### config.mk
export PLATFORM = sky130hd
export DESIGN_NAME = nor_open_fault_tester
export DESIGN_NICKNAME = d
export VERILOG_FILES = /design/src/rtl/nor_open_pkg.sv /design/src/rtl/nor2_open_model.sv /design/src/rtl/pattern_sequencer.sv /design/src/rtl/nor_open_fault_tester.sv
export SDC_FILE = /design/constraint.sdc
export NUM_CORES = 1
export LEC_CHECK = 0
export CAP_MARGIN = 10
export CORE_AREA = 2 2 39 41
export DETAILED_ROUTE_END_ITERATION = 10
export DIE_AREA = 0 0 41 43
export PLACE_DENSITY = 0.53
export SETUP_SLACK_MARGIN = 0.4
export SLEW_MARGIN = 0
export SYNTH_ARGS = -nofsm -noshare
export SYNTH_HDL_FRONTEND = slang
export SYNTH_HIERARCHICAL = 1
export SYNTH_SLANG_ARGS = --single-unit
### constraint.sdc
create_clock -name clk -period 3.83 [get_ports clk]
set_input_delay 0.5745 -clock clk [delete_from_list [all_inputs] [get_ports clk]]
set_output_delay 0.5745 -clock clk [all_outputs]
set_load 0.005 [all_outputs]
### src/rtl/nor_open_pkg.sv
package nor_open_pkg;

    typedef enum logic [1:0] {
        SEQ_IDLE  = 2'd0,
        SEQ_PRIME = 2'd1,
        SEQ_PROBE = 2'd2
    } seq_state_e;

    typedef struct packed {
        seq_state_e state;
        logic       vec_a;
        logic       vec_b;
        logic       done;
        logic       fail;
    } seq_regs_t;

    localparam logic PROBE_A      = 1'b1;
    localparam logic PROBE_B      = 1'b0;
    localparam logic GOOD_PROBE_Z = 1'b0;

endpackage

### src/rtl/nor2_open_model.sv
module nor2_open_model #(
    parameter logic HOLD_RESET = 1'b0
) (
    input  logic clk,
    input  logic rst_n,
    input  logic in_a,
    input  logic in_b,
    input  logic open_a,
    output logic node_z
);
    typedef struct packed {
        logic held;
    } node_regs_t;

    node_regs_t r_q, r_d;
    logic pull_up, pull_dn;

    always_comb begin
        pull_up = !in_a && !in_b;
        pull_dn = in_b || (in_a && !open_a);
        if (pull_up)      node_z = 1'b1;
        else if (pull_dn) node_z = 1'b0;
        else              node_z = r_q.held;
        r_d      = r_q;
        r_d.held = node_z;
    end

    always_ff @(posedge clk or negedge rst_n) begin
        if (!rst_n) r_q <= '{held: HOLD_RESET};
        else        r_q <= r_d;
    end

    always_comb begin
        if (!open_a) AST_FREE_NOR: assert (node_z == !(in_a || in_b));
        if (in_a && in_b) AST_BOTH_HIGH_LOW: assert (node_z == 1'b0);
    end

    AST_FLOAT_HOLDS: assert property (@(posedge clk) disable iff (!rst_n)
        (open_a && in_a && !in_b && $past(rst_n)) |-> (node_z == $past(node_z)));

endmodule

### src/rtl/pattern_sequencer.sv
module pattern_sequencer
    import nor_open_pkg::*;
(
    input  logic clk,
    input  logic rst_n,
    input  logic start,
    input  logic prime_hi,
    input  logic sense_z,
    output logic drv_a,
    output logic drv_b,
    output logic done,
    output logic fail
);
    seq_regs_t r_q, r_d;

    always_comb begin
        r_d      = r_q;
        r_d.done = 1'b0;
        unique case (r_q.state)
            SEQ_IDLE: begin
                if (start) begin
                    r_d.state = SEQ_PRIME;
                    r_d.vec_a = prime_hi;
                    r_d.vec_b = prime_hi;
                    r_d.fail  = 1'b0;
                end
            end
            SEQ_PRIME: begin
                r_d.state = SEQ_PROBE;
                r_d.vec_a = PROBE_A;
                r_d.vec_b = PROBE_B;
            end
            SEQ_PROBE: begin
                r_d.state = SEQ_IDLE;
                r_d.fail  = (sense_z != GOOD_PROBE_Z);
                r_d.done  = 1'b1;
                r_d.vec_a = 1'b0;
                r_d.vec_b = 1'b0;
            end
            default: r_d.state = SEQ_IDLE;
        endcase
    end

    always_ff @(posedge clk or negedge rst_n) begin
        if (!rst_n) r_q <= '{state: SEQ_IDLE, vec_a: 1'b0, vec_b: 1'b0, done: 1'b0, fail: 1'b0};
        else        r_q <= r_d;
    end

    assign drv_a = r_q.vec_a;
    assign drv_b = r_q.vec_b;
    assign done  = r_q.done;
    assign fail  = r_q.fail;

    AST_DONE_AFTER_PROBE: assert property (@(posedge clk) disable iff (!rst_n)
        done |-> ($past(drv_a) && !$past(drv_b)));
    AST_DONE_ONE_CYCLE: assert property (@(posedge clk) disable iff (!rst_n)
        done |=> !done);
    AST_FAIL_RISES_AT_DONE: assert property (@(posedge clk) disable iff (!rst_n)
        $rose(fail) |-> done);
    AST_BUSY_IGNORES_START: assert property (@(posedge clk) disable iff (!rst_n)
        (drv_a && !drv_b) |=> !(drv_a || drv_b));

endmodule

### src/rtl/nor_open_fault_tester.sv
module nor_open_fault_tester (
    input  logic clk,
    input  logic rst_n,
    input  logic start,
    input  logic fault_en,
    input  logic prime_hi,
    output logic vec_a,
    output logic vec_b,
    output logic gate_z,
    output logic done,
    output logic fail
);
    logic seq_a, seq_b, node_z;

    pattern_sequencer u_seq (
        .clk      (clk),
        .rst_n    (rst_n),
        .start    (start),
        .prime_hi (prime_hi),
        .sense_z  (node_z),
        .drv_a    (seq_a),
        .drv_b    (seq_b),
        .done     (done),
        .fail     (fail)
    );

    nor2_open_model #(.HOLD_RESET(1'b0)) u_gate (
        .clk    (clk),
        .rst_n  (rst_n),
        .in_a   (seq_a),
        .in_b   (seq_b),
        .open_a (fault_en),
        .node_z (node_z)
    );

    assign vec_a  = seq_a;
    assign vec_b  = seq_b;
    assign gate_z = node_z;

    AST_HEALTHY_PASSES: assert property (@(posedge clk) disable iff (!rst_n)
        (done && !fault_en) |-> !fail);

    always_comb begin
        if (!rst_n) AST_RESET_QUIET: assert (!vec_a && !vec_b && !done && !fail);
    end

endmodule

# --- After elaboration in Yosys (flattened, before gate mapping) ---
# Index checks and enable logic that the tools add are counted.
word_totals:
  elab_cells: 28
  output_inout_bits: 5
  regBits: 7
op_classes:
  n_eq_ne: 3
  n_reduce_logical: 11
  muxes: 8
op_table:
  columns: ["cell", "n"]
  rows:
  - ["2-bit case mux with 3 select lines", 1]
  - ["1-bit two-way mux", 4]
  - ["4-bit two-way mux", 1]
  - ["2-bit case mux with 2 select lines", 1]
  - ["2-bit AND reduction", 2]
  - ["1-bit zero test", 3]
  - ["3-bit nonzero test", 1]
  - ["2-bit by 1-bit equality test with 1-bit output, second input constant", 1]
  - ["2-bit equality test, second input constant", 1]
  - ["1-bit logical AND", 2]
  - ["2-bit zero test", 1]
  - ["2-bit inequality test, second input constant", 1]
  - ["1-bit case mux with 2 select lines", 1]
  - ["2-bit nonzero test", 1]
  - ["1-bit logical OR", 1]

# --- Longest topological paths before layout ---
depth:
  ltp_word: 6
  mapped_depth: 5

# --- Modules after synthesis ---
# The synthesis kept the hierarchy.
modules_own_cells:
  columns: ["module", "area_each_um2", "cells_per_inst", "instances"]
  rows:
  - ["pattern_sequencer", 330.3, 26, 1]
  - ["nor2_open_model", 37.5, 3, 1]

# --- Worst setup path before layout ---
# No wires, ideal clock.
synth_path:
  path_type: "input port to output port"
  from: "input fault_en"
  to: "output gate_z"
  stages: 2
  t_required_ns: 3.256
  arrival_time_ns: 0.790
  path_buffers: 0
  path_slack_ns: 2.466
  cell_sequence: "nand2_1 > a21oi_2"
synth_via:
  elab_chain_cells: 5
synth_lines:
  columns: ["element", "line_no", "text"]
  rows:
  - ["from (decl)", "nor_open_fault_tester.sv:5", "input logic fault_en,"]
  - ["1-bit zero test", "nor2_open_model.sv:20", "pull_dn = in_b || (in_a && !open_a);"]
  - ["1-bit logical AND", "nor2_open_model.sv:20", null]
  - ["1-bit logical OR", "nor2_open_model.sv:20", null]
  - ["1-bit two-way mux", "nor2_open_model.sv:22", "else if (pull_dn) node_z = 1'b0;"]
  - ["1-bit two-way mux", "nor2_open_model.sv:21", "if (pull_up) node_z = 1'b1;"]
  - ["to (decl)", "nor_open_fault_tester.sv:9", "output logic gate_z,"]
# No other way between the ends.

# --- Final worst setup path ---
# Same ends and word-level chain as after synthesis.

==> metrics.md <==
| Metric | Value |
|---|---|
| Setup TNS Final | `0 ns` |
| CTS tree | `yes` |
| Total grt overflow | `0` |
| Seq. cell area | `175 µm²` |
| Cells after Synth | `29` |
| DRT antenna net count | `0` |
| RSZ-0062 raised after global routing | `no` |
| CTS buffer count | `3` |
| Cell Area, Synth | `368 µm²` |
| Reg2Reg Depth | `5` |
| Area grow syn2layout | `37.1%` |
| FF+latch count, synth | `7` |
| Fillers | `146` |
| Chip height | `43 µm` |
| GPL Wtd Cong | `0.702` |
| Initial core utilization | `26.6%` |
| P per Cell Area | `745 nW/µm²` |
| Simple-gate share of the synthesized area | `12.2%` |
| Vias in the first global route | `238` |
| Root Buffer | `clkbuf_4` |
| Final Cell Area | `504 µm²` |
| R2r setup slk | `2.40 ns` |
| Number of detailed-route iterations in the first pass | `1` |
| Post-CTS setup buffers | `0` |
| Final period utilization | `61.5%` |
| Status | `finished clean` |
| Leakage | `0.249 nW` |
| Setup Viol. Count Final | `0` |
| Longest Clk Path Bufs | `2` |
| Critical R2R Launch | `u_seq/r_q[4]` |
| Resized cells post-CTS | `0` |
| H-tree lvl count | `1` |
| Fin cells | `58` |
| Starting DRC count in detailed routing | `0` |
| Worst setup startpoint | `fault_en` |
| Clk_lat worst skew | `0.24 ns` |
| XOR/XNOR share of the synthesized area | `0%` |
| Worst-Margin Slew | `0.310 ns` |
| Mean Syn Cell Area | `12.7 µm²` |
| Placed Instance Area | `478 µm²` |
| HP Start | `u_seq/drv_b` |
| R2R Path End | `u_seq/drv_b` |
| Global-route wire length before repair | `924 µm` |
| Hold slack final | `0.482 ns` |
| Compound-cell area share of the yosys netlist | `9.18%` |
| Crit-path max FO | `3` |
| ANT cells | `0` |
| Final core utilization | `36.4%` |
| DIE WIDTH | `41 µm` |
| Layout cells sized above 1 | `19.0%` |
| IO Count | `10` |
| Crit path time final | `2.36 ns` |
| Hold Path End | `u_gate/r_q` |
| Sequential share of the synthesized area | `47.6%` |
| Dpl cells | `54` |
| Peak supply drop | `0.000161 V` |
| Internal Power | `0.256 mW` |
| Crit Path Category | `in2out` |
| P_sw | `0.119 mW` |
| Library cells used by synthesis | `13` |
| Antenna violations before repair | `0` |
| F_max | `424 MHz` |
| Post-synthesis adder-cell area fraction | `17.0%` |
| Tot GR Track Use | `8.20%` |
| Row cnt | `14` |
| Avg WL per Cell | `9.71 µm` |
| Worst Hold Class | `reg2reg` |
| Clock skew | `0.000783 ns` |
| Fin. Hold Viols | `0` |
| Via count | `231` |
| Max-slew violation count | `0` |
| Slew headroom | `79.3%` |
| Area of the multi-input gates | `181 µm²` |
| Detail Placement HPWL | `470 µm` |
| Avg Vias per Cell | `3.98` |
| Sequential share of power | `34.6%` |
| Worst-path clk slew | `0.05 ns` |
| Hold buffers post-CTS | `0` |
| WP data arrival | `1.78 ns` |
| CP Launch Type | `input port` |
| Synth warn | `6` |
| Mux cell area share after synthesis | `10.9%` |
| Endpoint type of the worst setup path | `output pin` |
| Combinational power share | `48.1%` |
| Die ar. | `1760 µm²` |
| Largest net degree at the start of global routing | `8` |
| Mapped Nets | `39` |
| Nets | `53` |
| Hold-critical path depth | `1` |
| Most common cell after layout, fill and taps aside | `clkdlybuf4s50_1` |
| WL final | `563 µm` |
| Main combinational cell family by area after synthesis | `adder cells` |
| Net Sw Frac | `31.7%` |
| Most frequent cells in the layout | `clkdlybuf4s50_1 (9), dfrtp_1 (7), ha_1 (5)` |
| Clock sinks | `7` |
| DRC errors left | `0` |
| Clock power share | `17.3%` |
| WP data required | `3.26 ns` |
| Core area | `1380 µm²` |
| Number of max-cap violations | `0` |
| IO buf count | `9` |
critical path, stage by stage:
cell	delay, ns
clkdlybuf4s50_1	0.45
nand2_1	0.06
a21oi_2	0.17
clkdlybuf4s50_1	0.52
sequential cells by signal (all words and copies together) (netlist names):
register     count
u_seq/r_q        2
u_seq/fail       1
u_gate/r_q       1
u_seq/drv_b      1
u_seq/drv_a      1
u_seq/done       1
worst max-delay path by stage:
stage / endpoint
finish: gate_z
global route: gate_z
CTS: gate_z
detailed placement: gate_z
global placement: gate_z
floorplan: gate_z
final cells by class:
class / count / share of cell area [%]
repair buffers: 9 / 17.9
multi-input cells: 19 / 36.0
clock buffers: 4 / 5.21
inverters: 3 / 2.23
well taps: 16 / 3.97
flip-flops and latches: 7 / 34.7
cells by family after synthesis:
logic type      after synthesis
compound gates                5
fa+ha+maj                     5
buf+inv                       3
flops                         7
mux                           3
simple gates                  6
cells in the mapped netlist:
library cell	n	area (µm²)
nand2b_4	1	13.8
nand2_1	3	11.3
ha_1	5	62.6
mux2i_1	1	10.0
a21oi_2	1	8.76
o21a_1	1	7.51
a21o_1	1	7.51
inv_1	3	11.3
mux2_4	2	30.0
o21ai_0	2	10.0
dfrtp_1	7	175
nor2b_4	1	13.8
nor2b_1	1	6.26
through the flow:
stage / setup WS [ns] / power (mW)
after floorplan: 2.47 / 0.242
after global placement: 1.46 / 0.311
after detailed placement: 1.47 / 0.316
after CTS: 1.45 / 0.383
after global routing: 1.42 / 0.408
final: 1.47 / 0.376
metal layers:
metal | vias to the layer above | wire [µm] | global-route usage, %
li1 | 118 | - | -
met1 | 107 | 227 | 7.92
met2 | 6 | 306 | 12.8
met3 | 0 | 30 | 0.524
met4 | 0 | 0 | 10.0
met5 | - | 0 | 0
power by group through the flow:
stage          Clock [mW]  Combinational (mW)  Sequential [mW]
2_1_floorplan           0               0.114            0.128
3_3_place_gp            0               0.181            0.130
3_5_place_dp            0               0.184            0.132
4_1_cts            0.0676               0.185            0.130
5_1_grt            0.0718               0.201            0.135
6_report           0.0649               0.181            0.130
No activity file was read; power rests on OpenSTA's default activity.
